File: config.mk
export PLATFORM = sky130hd
export DESIGN_NAME = psad_unit
export DESIGN_NICKNAME = d
export VERILOG_FILES = /design/src/rtl/psad_pkg.sv /design/src/rtl/psad_lane_absdiff.sv /design/src/rtl/psad_reduce.sv /design/src/rtl/psad_unit.sv
export SDC_FILE = /design/constraint.sdc
export NUM_CORES = 1
export LEC_CHECK = 0
export ABC_AREA = 1
export BUFFER_PORTS_ARGS = -buffer_cell sky130_fd_sc_hd__buf_2
export CAP_MARGIN = 20
export CORE_ASPECT_RATIO = 1.4
export CORE_UTILIZATION = 40
export CTS_CLUSTER_DIAMETER = 50
export DETAILED_ROUTE_END_ITERATION = 10
export GPL_ROUTABILITY_DRIVEN = 0
export GPL_TIMING_DRIVEN = 0
export PLACE_DENSITY = 0.6
export SETUP_SLACK_MARGIN = 0.5
export SLEW_MARGIN = 0
export SYNTH_ARGS = -nofsm -noshare
export SYNTH_HDL_FRONTEND = slang
export SYNTH_SLANG_ARGS = --single-unit
File: constraint.sdc
create_clock -name clk -period 6.72 [get_ports clk]
set_clock_uncertainty 0.1 [all_clocks]
set_input_delay 1.344 -clock clk [delete_from_list [all_inputs] [get_ports clk]]
set_output_delay 1.344 -clock clk [all_outputs]
set_load 0.01 [all_outputs]
File: src/rtl/psad_pkg.sv
package psad_pkg;

    // Lane mode picked per operation by the width select input.
    typedef enum logic {
        LANE_MODE_NARROW = 1'b0,
        LANE_MODE_WIDE   = 1'b1
    } lane_mode_e;

endpackage

File: src/rtl/psad_lane_absdiff.sv
// One byte lane: unsigned magnitude of the difference, registered (stage 1).
module psad_lane_absdiff #(
    parameter int ELEM_W = 8
) (
    input  logic              clk,
    input  logic              rst_n,
    input  logic              load,
    input  logic              keep,
    input  logic [ELEM_W-1:0] elem_a,
    input  logic [ELEM_W-1:0] elem_b,
    output logic [ELEM_W-1:0] dist_q
);

    logic [ELEM_W:0]   delta;
    logic [ELEM_W-1:0] mag;

    // Widen by one bit so the borrow shows the sign, then negate when set.
    always_comb begin
        delta = {1'b0, elem_a} - {1'b0, elem_b};
        mag   = delta[ELEM_W] ? (ELEM_W'(0) - delta[ELEM_W-1:0])
                              : delta[ELEM_W-1:0];
    end

    always_ff @(posedge clk or negedge rst_n) begin
        if (!rst_n) begin
            dist_q <= '0;
        end else if (load) begin
            dist_q <= keep ? mag : '0;
        end
    end

endmodule

File: src/rtl/psad_reduce.sv
// Balanced adder tree over LEAVES byte magnitudes (LEAVES a power of two).
module psad_reduce #(
    parameter int LEAVES = 8,
    parameter int ELEM_W = 8,
    parameter int SUM_W  = ELEM_W + $clog2(LEAVES)
) (
    input  logic [LEAVES*ELEM_W-1:0] leaf_flat,
    output logic [SUM_W-1:0]         total
);

    localparam int LEVELS = $clog2(LEAVES);

    generate
        for (genvar l = 0; l <= LEVELS; l++) begin : g_lvl
            localparam int WIDTH_AT = LEAVES >> l;
            logic [SUM_W-1:0] v [WIDTH_AT];
            for (genvar k = 0; k < WIDTH_AT; k++) begin : g_node
                if (l == 0) begin : g_leaf
                    assign v[k] = SUM_W'(leaf_flat[k*ELEM_W +: ELEM_W]);
                end else begin : g_add
                    assign v[k] = g_lvl[l-1].v[2*k] + g_lvl[l-1].v[2*k+1];
                end
            end
        end
    endgenerate

    assign total = g_lvl[LEVELS].v[0];

endmodule

File: src/rtl/psad_unit.sv
// Packed-byte sum of absolute differences, two pipeline stages.
module psad_unit
    import psad_pkg::*;
#(
    parameter int LANES  = 8,
    parameter int ELEM_W = 8,
    parameter int RES_W  = 16
) (
    input  logic                    clk,
    input  logic                    rst_n,
    input  logic                    in_valid,
    input  logic                    in_wide,
    input  logic                    in_accum,
    input  logic [LANES*ELEM_W-1:0] op_a,
    input  logic [LANES*ELEM_W-1:0] op_b,
    output logic                    out_valid,
    output logic [RES_W-1:0]        out_sum
);

    localparam int DATA_W       = LANES * ELEM_W;
    localparam int SUM_W        = ELEM_W + $clog2(LANES);
    localparam int NARROW_LANES = LANES / 2;

    lane_mode_e        mode;
    logic              s1_valid;
    logic              s1_accum;
    logic [DATA_W-1:0] dist_flat;
    logic [SUM_W-1:0]  tree_sum;
    logic [RES_W-1:0]  base;
    logic [RES_W-1:0]  next_sum;

    assign mode = lane_mode_e'(in_wide);

    // Stage 1: per-lane magnitudes, upper lanes zeroed in the narrow mode.
    generate
        for (genvar i = 0; i < LANES; i++) begin : g_lane
            localparam bit LOWER_HALF = (i < NARROW_LANES);
            logic keep_lane;
            assign keep_lane = LOWER_HALF || (mode == LANE_MODE_WIDE);
            psad_lane_absdiff #(.ELEM_W(ELEM_W)) u_lane (
                .clk    (clk),
                .rst_n  (rst_n),
                .load   (in_valid),
                .keep   (keep_lane),
                .elem_a (op_a[i*ELEM_W +: ELEM_W]),
                .elem_b (op_b[i*ELEM_W +: ELEM_W]),
                .dist_q (dist_flat[i*ELEM_W +: ELEM_W])
            );
        end
    endgenerate

    always_ff @(posedge clk or negedge rst_n) begin
        if (!rst_n) begin
            s1_valid <= 1'b0;
            s1_accum <= 1'b0;
        end else begin
            s1_valid <= in_valid;
            s1_accum <= in_valid && in_accum;
        end
    end

    // Stage 2: reduction tree plus optional running total.
    psad_reduce #(.LEAVES(LANES), .ELEM_W(ELEM_W), .SUM_W(SUM_W)) u_tree (
        .leaf_flat (dist_flat),
        .total     (tree_sum)
    );

    always_comb begin
        base     = s1_accum ? out_sum : '0;
        next_sum = base + RES_W'(tree_sum);
    end

    always_ff @(posedge clk or negedge rst_n) begin
        if (!rst_n) begin
            out_valid <= 1'b0;
            out_sum   <= '0;
        end else begin
            out_valid <= s1_valid;
            if (s1_valid) begin
                out_sum <= next_sum;
            end
        end
    end

endmodule

After elaboration in Yosys (flattened, before gate mapping)
Cells that the tools add are included.

Add/sub/neg operators: 24. Reductions and logical operators: 1. Mux-type cells: 13.

Operator list (count): $mux 8 (12); $sub 8x8->9 (8); $sub 1x8->8 const A (8); $add 8x8->9 (4); $add 11x11->11 (3); $add 16x11->16 (1); $mux 16 (1); $logic_and 1x1->1 (1).

Register bits: 83. Logic and storage cells: 50.

Depth between registers and ports, before layout
Gate-level depths: netlist (run 1).

Depth after elaboration: 4. Mapped depth: 29. Depth with buffers taken out: 29.

By module
From an unflattened synthesis (run 1), not the netlist that was laid out.

Cell total of the unflattened synthesis: 1588. Area total of the unflattened synthesis: 10777.8 um^2.

By module, submodules not included: psad_lane_absdiff at g_lane[4].u_lane ... (cells each 144, sequential area each 200.2 um^2, area an instance 953.4 um^2, times used 4); psad_lane_absdiff at g_lane[0].u_lane ... (cells each 140, sequential area each 200.2 um^2, area an instance 930.9 um^2, times used 3); psad_reduce (cells each 218, sequential area each 0.0 um^2, area an instance 1710.4 um^2, times used 1); psad_unit (cells each 229, sequential area each 475.5 um^2, area an instance 1488.9 um^2, times used 1); psad_lane_absdiff at g_lane[3].u_lane (cells each 145, sequential area each 200.2 um^2, area an instance 972.2 um^2, times used 1).

Worst setup path after synthesis (run 1)
No wires, ideal clock.

Path kind: reg-to-reg. From: register g_lane[4].u_lane.dist_q[2]. To: register out_sum[14]. Slack: 2.080 ns. Data required time: 6.504 ns. Stages on the path, launching flop included: 27. Buffers on the path: 0. Arrival: 4.424 ns. Library setup time: 0.116 ns. Period minus slack after synthesis: 4.640 ns. Path through: dfrtp_1 > ha_1 > a21oi_1 > nand2_1 > a21oi_1 > nor2_1 > nor2_1 > xor2_1 > inv_1 > fa_1 > inv_1 > fa_1 > inv_1 > ha_1 > a21o_1 > a21oi_1 > o21ai_0 > xor2_1 > ha_1 > nand2_1 > o21ai_0 > o21bai_2 > nand2_1 > nand2_1 > nand2_1 > nand2_1 > nand2_1.

Cells in the longest elaborated chain, start to end: 4.

Ends and longest elaborated chain: from (decl) (RTL line psad_lane_absdiff.sv:11) `output logic [ELEM_W-1:0] dist_q`; from (signal assigned) (RTL line psad_lane_absdiff.sv:28) `dist_q <= keep ? mag : '0;`; $add 8x8->9 (RTL line psad_reduce.sv:21) `assign v[k] = g_lvl[l-1].v[2*k] + g_lvl[l-1].v[2*k+1];`; $add 11x11->11 (2 in series) (RTL line psad_reduce.sv:21); $add 16x11->16 (RTL line psad_unit.sv:70) `next_sum = base + RES_W'(tree_sum);`; to (signal assigned) (RTL line psad_unit.sv:80) `out_sum <= next_sum;`; to (decl) (RTL line psad_unit.sv:17) `output logic [RES_W-1:0] out_sum`.

Every way passes these cells. A chain may end at the register's enable or synchronous reset.

Worst setup path after layout (run 1)
From: register g_lane[4].u_lane.dist_q[2]. To: register out_sum[13].

The elaborated chain is that of the path after synthesis.

==> impl_metrics.tcl, run 1 <==
set metrics [dict create \
    critPathCaptureType "flop" \
    syn_to_final_growth_pct 14.50 \
    clkSinkCount 83 \
    drtPass1Iterations 4 \
    tns_ns 0 \
    timing.max_cap.violations 0 \
    finalNetCount 1971 \
    synthSimpleGateAreaFrac 0.3148 \
    synth_top_area_frac 0.2044 \
    overflow 0 \
    synth_mux_area_frac 0 \
    die_w_um 136.7 \
    antenna_left 0 \
    synthCells 1521 \
    synth.cells.most_frequent "nand2_1, inv_1, ha_1" \
    fin_crit_ns 5.081 \
    synth-compound-area-share 0.1108 \
    row_count 68 \
    wl_per_cell_um 11.55 \
    synth_fa_ha_area_frac 0.2150 \
    hold_viol 0 \
    drc 0 \
    regArea_um2 2077 \
    synth_top_flop_cell "dfrtp_1" \
    design_area_um2 11630 \
    portBuffers 149 \
    grt_pass1_wl_mm 38.55 \
    rsz0062_at_grt "false" \
    post_cts_buffers 0 \
    grt_pass1_vias 9039 \
    initial_utilization 0.4103 \
    fillCellCount 2598 \
    syn_nets 1810 \
    min_period_over_period 0.7561 \
    yosysWarnings 0 \
    clk_path_buf_depth 2 \
    synth_top_family_by_area "simple AND/OR/NAND/NOR gates" \
    p_leak_nw 6.783 \
    synth.area.top_cells "dfrtp_1, nand2_1, ha_1, inv_1, fa_1" \
    worstPathRequired_ns 6.85 \
    path_class "reg2reg" \
    cp-startpoint "g_lane[4].u_lane.dist_q[2]" \
    post_cts_resized 0 \
    yosysSeqAreaShare 0.2044 \
    synth_cell_type_count 38 \
    place_area_um2 11330 \
    power.density_nw_per_um2 504.5 \
    worst_pin_slew_ns 0.6435 \
    worstPathArrival_ns 5.21 \
    fp.dieArea_um2 26050 \
    critPathLaunchType "flop" \
    antenna_found_initial 0 \
    status "finished clean" \
    cts_made_buffers 9 \
    ir_drop_uv 946.7 \
    maxSlewHeadroom 0.5710 \
    core_um2 24760 \
    synth.avg_cell_area_um2 6.680 \
    cts-root-buf "clkbuf_16" \
    h-tree-depth 3 \
    grt_max_degree 48 \
    clock_latency_ns 0.35 \
    multi_input_area_um2 6945 \
    r2r-start "g_lane[4].u_lane.dist_q[2]" \
    die_h_um 190.6 \
    power.total_w 0.005868 \
    final-max-slew-violation-count 0 \
    ys_seq_elements 83 \
    ys_async_sr_fraction 1.000 \
    first_iter_violations 289 \
    cts_tree "yes" \
    max_freq_mhz 196.8 \
    synth_edf_count 0 \
    boundaryPins 150 \
    track_usage 0.1844 \
    synth_top_area_cell "dfrtp_1" \
    cts_hold_buf 0 \
    hold_class "reg2reg" \
    crit_fanout 5 \
    finalSetupViolCount 0 \
    yosys.area_share.xor_xnor 0.04298 \
    via_per_inst 4.792 \
    dp.final_hpwl_mm 19.85 \
    insertedDiodeCount 0 \
    synth.most_common_cell "nand2_1" \
    clk_pin_slew_ns 0.07 \
    drive_gt1_frac 0.1286 \
    vias 9594 \
    syn_area_um2 10160 \
    finalWirelength_mm 23.13 \
    hp-start "s1_valid" \
]
## critical path, stage by stage, from the launching register on
cell,delay [ns]
dfrtp_1,0.40
ha_1,0.36
a21oi_1,0.14
nand2_1,0.11
a21oi_1,0.14
nor2_1,0.05
nor2_1,0.10
xor2_1,0.16
inv_1,0.09
fa_1,0.50
inv_1,0.05
fa_1,0.54
inv_1,0.05
ha_1,0.35
a21o_1,0.18
a21oi_1,0.20
o21ai_0,0.17
a21oi_1,0.16
o21bai_1,0.09
ha_1,0.37
nand2_1,0.07
nor2_1,0.10
nand2_1,0.06
nand3_1,0.15
nand3_1,0.12
xor2_1,0.15
## per-layer routing
layer / up-vias / global-route usage / wire, µm
li1: 5188 / - / -
met1: 4293 / 0.1876 / 9167
met2: 95 / 0.3807 / 13090
met3: 18 / 0.02472 / 515
met4: 0 / 0.04316 / 363
met5: - / 0 / 0
## area by class of cell
cell class / count / share of cell area
Multi-Input combinational cell: 1136 / 0.5971
Sequential cell: 83 / 0.1786
Inverter: 287 / 0.09261
Timing Repair Buffer: 150 / 0.06669
Tap cell: 315 / 0.03388
Clock buffer: 9 / 0.01936
Clock inverter: 7 / 0.006669
Buffer: 15 / 0.005163
## cell families after synthesis
logic type / after synthesis
and+or+nand+nor: 725
DFF: 83
xor gates and xnor gates: 49
buffers and inverters: 302
adders and majority gates: 156
AOI/OAI and AO/OA: 206
## worst paths after layout
| check | to | slack [ns] | cells past startpoint |
|---|---|---|---|
| min | out_valid | 0.38 | 0 |
| min in group asynchronous | out_sum[1] | 0.86 | 1 |
| min reg2reg | out_valid | 0.38 | 0 |
| max in group asynchronous | g_lane[7].u_lane.dist_q[6] | 5.06 | 2 |
| max reg2reg | out_sum[13] | 1.64 | 25 |
| max | out_sum[13] | 1.64 | 25 |
## cell usage in the layout (no fill, tap or decap), types with 3 or more instances in the layout
master / instances
a21o_1: 3
a21oi_1: 98
a21oi_2: 3
and2_1: 4
buf_2: 151
clkbuf_1: 11
clkbuf_16: 9
clkinv_4: 3
dfrtp_1: 83
fa_1: 31
ha_1: 125
inv_1: 275
inv_2: 10
nand2_1: 444
nand2_2: 15
nand3_1: 122
nand3_2: 6
nand3b_1: 12
nand4_1: 31
nor2_1: 55
nor2_2: 4
nor2_4: 6
nor3_1: 14
o211ai_1: 5
o21a_1: 16
o21ai_0: 50
o21ai_1: 23
o21bai_1: 7
or2_1: 6
xnor2_1: 14
xor2_1: 34
## where the power goes
part | switching [W] | total [W] | internal, W | leakage, nW
Clock | 0.000214 | 0.000504 | 0.000290 | 0.146
Sequential | 0.0000815 | 0.000710 | 0.000628 | 1.04
Combinational | 0.00274 | 0.00465 | 0.00191 | 5.60
Total | 0.00304 | 0.00587 | 0.00283 | 6.78
## state kept, by name, indices dropped and copies added, names as in the netlist
signal	count
out_valid	1
out_sum	16
g_lane.u_lane.dist_q	64
s1_valid	1
s1_accum	1
## per-stage QoR
step / hold slack (ns) / setup WS [ns] / cells / util
after floorplan: 0.2998 / 2.080 / 1521 / -
after global placement: 0.3711 / 1.664 / 1985 / 0.4564
after detailed placement: 0.3730 / 1.621 / 1986 / 0.4576
after CTS: 0.3908 / 1.595 / 2002 / 0.4698
after global routing: 0.4161 / 1.215 / 2002 / 0.4698
final: 0.3848 / 1.639 / 2002 / 0.4698
(Power assumes the default switching activity.)
==> inputs of run 2 (changes only) <==
clock period = 5.2 ns   (was 6.72 ns; I/O delays follow)
==> impl_metrics.tcl, run 2 (synthesized netlist as in run 1, its figures left out) <==
set metrics [dict create \
    hold_class "reg2reg" \
    antenna_found_initial 0 \
    fillCellCount 2529 \
    grt_pass1_wl_mm 39.79 \
    overflow 0 \
    largest_register_ffs 64 \
    drc 0 \
    grt_pass1_vias 9259 \
    cts-root-buf "clkbuf_16" \
    finalNetCount 1998 \
    timing.rr.end "out_sum[12]" \
    maxSlewHeadroom 0.5729 \
    cts_hold_buf 0 \
    min_period_over_period 0.9292 \
    initial_utilization 0.4103 \
    dp.final_hpwl_mm 19.85 \
    tns_ns 0 \
    ff2ff_setup_slack_ns 0.37 \
    path_class "reg2reg" \
    layout_commonest_cell "nand2_1" \
    syn_to_final_growth_pct 20.34 \
    fp.dieArea_um2 26050 \
    die_h_um 190.6 \
    grt_max_degree 48 \
    cp-startpoint "g_lane[4].u_lane.dist_q[2]" \
    status "finished clean" \
    reg2reg_depth 25 \
    timing.max_cap.violations 0 \
    clkSinkCount 83 \
    first_iter_violations 314 \
    final_cell_mix "nand2_1, inv_1, buf_2, nand3_1, ha_1" \
    boundaryPins 150 \
    row_count 68 \
    fin_ws_ns 0.3680 \
    antenna_left 0 \
    wl_per_cell_um 11.93 \
    regArea_um2 2077 \
    worst_pin_slew_ns 0.6407 \
    track_usage 0.1903 \
    pre_cts_slack_ns 0.1008 \
    via_per_inst 4.808 \
    h-tree-depth 3 \
    critPathLaunchType "flop" \
    core_um2 24760 \
    cts_made_buffers 9 \
    crit_fanout 5 \
    portBuffers 149 \
    rsz0062_at_grt "true" \
    cts_tree "yes" \
    worstPathArrival_ns 4.97 \
    drtPass1Iterations 5 \
    drive_gt1_frac 0.1867 \
    design_area_um2 12230 \
    endpoint "out_sum[12]" \
    fin_hold_ws_ns 0.3896 \
    max_freq_mhz 207.0 \
    reg.largest.list "g_lane.u_lane.dist_q: 64 flops, out_sum: 16 flops" \
    finalSetupViolCount 0 \
    fin_crit_ns 4.832 \
    final-max-slew-violation-count 0 \
    clk_pin_slew_ns 0.07 \
    clock_latency_ns 0.35 \
    vias 9756 \
    die_w_um 136.7 \
    worstPathRequired_ns 5.34 \
    insertedDiodeCount 0 \
    hold_viol 0 \
    critPathCaptureType "flop" \
    multi_input_area_um2 7318 \
    place_area_um2 11330 \
    largest-register "g_lane.u_lane.dist_q" \
    r2r-start "g_lane[4].u_lane.dist_q[2]" \
    finalWirelength_mm 24.21 \
    clk_path_buf_depth 2 \
]
run 2: cell types whose count changed in the layout (fill, tap and decap cells not counted), sizes merged:
| cell | previous run | this run |
|---|---|---|
| buf | 154 | 181 |
run 2: worst max-delay path, stage by stage (launching register included):
cell      delay, ns
dfrtp_1        0.43
ha_4           0.28
a21oi_2        0.15
nand2_2        0.10
a21oi_2        0.13
nor2_1         0.04
nor2_1         0.13
xor2_1         0.15
inv_1          0.09
fa_1           0.49
inv_2          0.04
fa_1           0.52
inv_2          0.05
ha_4           0.22
a21o_1         0.18
a21oi_2        0.17
o21ai_2        0.11
xor2_1         0.17
ha_1           0.39
nand4_1        0.23
o21bai_4       0.21
nand2_2        0.08
nand2_4        0.08
nand2_2        0.04
nand2_1        0.08
nand2_1        0.04
run 2: final cells by class:
type | count | share of cell area
clock buffer | 9 | 0.01842
timing repair buffer | 177 | 0.08156
buffer | 15 | 0.004912
multi-input combinational | 1136 | 0.5985
tap | 315 | 0.03224
sequential | 83 | 0.1699
inverter | 287 | 0.08811
clock inverter | 7 | 0.006345
run 2: stage by stage:
stage | util | std cells
after floorplan | - | 1521
after global placement | 0.4564 | 1985
after detailed placement | 0.4576 | 1986
after CTS | 0.4850 | 2022
after global routing | 0.4938 | 2029
final | 0.4938 | 2029
run 2: what timing repair did:
action | in CTS | in global routing
pin swaps | 46 | 73
setup buffers | 20 | 7
endpoints found under the setup margin | 9 | 10
gates resized for setup | 49 | 43
run 2: per-layer routing:
metal | track usage | up-vias | part of all wire
met5 | 0 | - | 0
met4 | 0.04103 | 0 | 0.014
li1 | - | 5243 | -
met1 | 0.1929 | 4410 | 0.40
met3 | 0.02472 | 16 | 0.018
met2 | 0.3957 | 87 | 0.57
run 2: how the worst min path moves through the flow:
stage | startpoint | end | slack (ns) | cells after the start
after floorplan | s1_valid | out_valid | 0.30 | 0
after CTS | g_lane[4].u_lane.dist_q[6] | g_lane[4].u_lane.dist_q[6] | 0.40 | 2
final | g_lane[4].u_lane.dist_q[6] | g_lane[4].u_lane.dist_q[6] | 0.39 | 2
after global placement | g_lane[5].u_lane.dist_q[2] | g_lane[5].u_lane.dist_q[2] | 0.37 | 2
after detailed placement | s1_valid | out_valid | 0.37 | 0
after global routing | g_lane[5].u_lane.dist_q[7] | g_lane[5].u_lane.dist_q[7] | 0.42 | 2
Power of run 2 is not shown: default switching activity piles up to over one toggle a cycle in this logic, so the estimate is an artifact.
==> inputs of run 3 (changes only) <==
ABC_AREA = unset   (was 1)
PLACE_DENSITY = 0.61   (was 0.6)
==> impl_metrics.tcl, run 3 <==
set metrics [dict create \
    status "finished, violations left" \
    failed_checks "setup timing" \
    hold_viol 0 \
    synth_top_flop_cell "dfrtp_1" \
    critPathLaunchType "flop" \
    drive_gt1_frac 0.2363 \
    cts_tree "yes" \
    critPathBufInv 6 \
    cts-root-buf "clkbuf_16" \
    crit_path_frequent_cell "inv_2" \
    r2r-start "g_lane[4].u_lane.dist_q[0]" \
    clkSinkCount 83 \
    finalNetCount 1575 \
    ys_seq_elements 83 \
    wl_per_cell_um 13.38 \
    synth.avg_cell_area_um2 8.441 \
    ys_async_sr_fraction 1.000 \
    largest_register_ffs 64 \
    cp_slowest_cell "fa_1" \
    syn_to_final_growth_pct 22.58 \
    fin_crit_ns 5.440 \
    grt_pass1_wl_mm 34.42 \
    overflow 0 \
    antenna_left 0 \
    crit_fanout 4 \
    rsz0062_at_grt "true" \
    die_h_um 182.3 \
    boundaryPins 150 \
    worst_pin_slew_ns 0.7153 \
    antenna_found_initial 0 \
    ff2ff_setup_slack_ns -0.24 \
    reg2reg_depth 25 \
    hold_class "reg2reg" \
    finalWirelength_mm 21.30 \
    drc 0 \
    grt_pass1_vias 7612 \
    fin_hold_ws_ns 0.3648 \
    fin_ws_ns -0.2397 \
    dp.final_hpwl_mm 17.04 \
    insertedDiodeCount 0 \
    cts_made_buffers 9 \
    largest-register "g_lane.u_lane.dist_q" \
    worstPathArrival_ns 5.56 \
    h-tree-depth 3 \
    track_usage 0.1808 \
    drtPass1Iterations 5 \
    reg.largest.list "g_lane.u_lane.dist_q: 64 flops, out_sum: 16 flops" \
    portBuffers 148 \
    whs_path_depth 0 \
    synth_top_area_frac 0.2237 \
    via_per_inst 5.032 \
    layout_commonest_cell "buf_2" \
    finalSetupViolCount 7 \
    die_w_um 130.8 \
    clk_pin_slew_ns 0.06 \
    worstHoldEndpoint "out_valid" \
    synth_cell_type_count 59 \
    initial_utilization 0.4092 \
    clock_latency_ns 0.35 \
    synth.most_common_cell "inv_1" \
    clk_path_buf_depth 2 \
    final_util 0.5016 \
    final_cell_mix "buf_2, inv_1, ha_1, nor2_1, dfrtp_1" \
    critPathCaptureType "flop" \
    synth.cells.most_frequent "inv_1, ha_1, nor2_1" \
    row_count 65 \
    max_stage_delay_ns 0.55 \
    vias 8011 \
    fp.dieArea_um2 23830 \
    syn_area_um2 9285 \
    timing.max_cap.violations 0 \
    synth_edf_count 0 \
    grt_max_degree 48 \
    final-max-slew-violation-count 0 \
    path_delay_family "adder cells" \
    max_freq_mhz 183.8 \
    hp-start "s1_valid" \
    syn_nets 1389 \
    synth.area.top_cells "dfrtp_1, ha_1, xnor2_1, fa_1, inv_1" \
    path_class "reg2reg" \
    multi_input_area_um2 7004 \
    synthCells 1100 \
    core_um2 22690 \
    yosysSeqAreaShare 0.2237 \
    min_period_over_period 1.046 \
    regArea_um2 2077 \
    first_iter_violations 303 \
    timing.rr.end "out_sum[12]" \
    fillCellCount 2167 \
    worstPathRequired_ns 5.32 \
    synth_top_area_cell "dfrtp_1" \
    yosysWarnings 0 \
    maxSlewHeadroom 0.5231 \
]
## run 3: cell families (layout without fill, tap and decap cells)
family / after synthesis / in the layout / share of synthesized area
AO/OA/AOI/OAI: 272 / 272 / 0.1865
flip-flops: 83 / 83 / 0.2237
adder cells (fa/ha/maj): 156 / 156 / 0.2353
buffers and inverters: 168 / 359 / 0.06791
XOR/XNOR: 119 / 119 / 0.1139
AND/OR/NAND/NOR: 279 / 279 / 0.1459
multiplexers: 23 / 23 / 0.02682
## run 3: worst max path at each step
stage	startpoint	endpoint	slack [ns]	cells after the start
after global placement	g_lane[2].u_lane.dist_q[0]	out_sum[12]	-0.14	25
after detailed placement	g_lane[2].u_lane.dist_q[0]	out_sum[12]	-0.21	25
after CTS	g_lane[6].u_lane.dist_q[0]	out_sum[12]	0.008	23
after global routing	g_lane[4].u_lane.dist_q[0]	out_sum[12]	-0.42	25
after floorplan	g_lane[6].u_lane.dist_q[0]	out_sum[10]	0.26	25
final	g_lane[4].u_lane.dist_q[0]	out_sum[12]	-0.24	25
## run 3: what timing repair did
item | 4_1_cts | 5_1_grt
pin swaps | 32 | 45
endpoints found under the hold margin | 0 | 0
buffers inserted | 19 | 7
setup endpoints to repair | 9 | 10
hold buffers | 0 | 0
resized for setup | 44 | 43
## run 3: layout make-up
class / count / area share
sequential: 83 / 0.1825
tap: 301 / 0.03309
clock buffer: 13 / 0.02286
timing repair buffer: 175 / 0.08651
buffer: 17 / 0.005606
clock inverter: 3 / 0.004067
inverter: 151 / 0.05002
multi-input combinational: 849 / 0.6154
## run 3: layer usage
layer | track usage | up-vias | share of wire
met2 | 0.3316 | 98 | 0.52
met1 | 0.2211 | 3766 | 0.44
met3 | 0.01788 | 19 | 0.021
li1 | - | 4128 | -
met4 | 0.04598 | 0 | 0.013
met5 | 0 | - | 0
## run 3: per-stage QoR
step	setup WS [ns]	instance area (µm²)	TNS, ns	cells
floorplan	0.2630	9313	0	1100
global placement	-0.1407	10430	-0.3909	1549
detailed placement	-0.2076	10460	-0.7487	1550
CTS	0.007653	11110	0	1585
global route	-0.4249	11380	-2.574	1592
finish	-0.2397	11380	-1.097	1592
Power of run 3 is left out for the same reason.
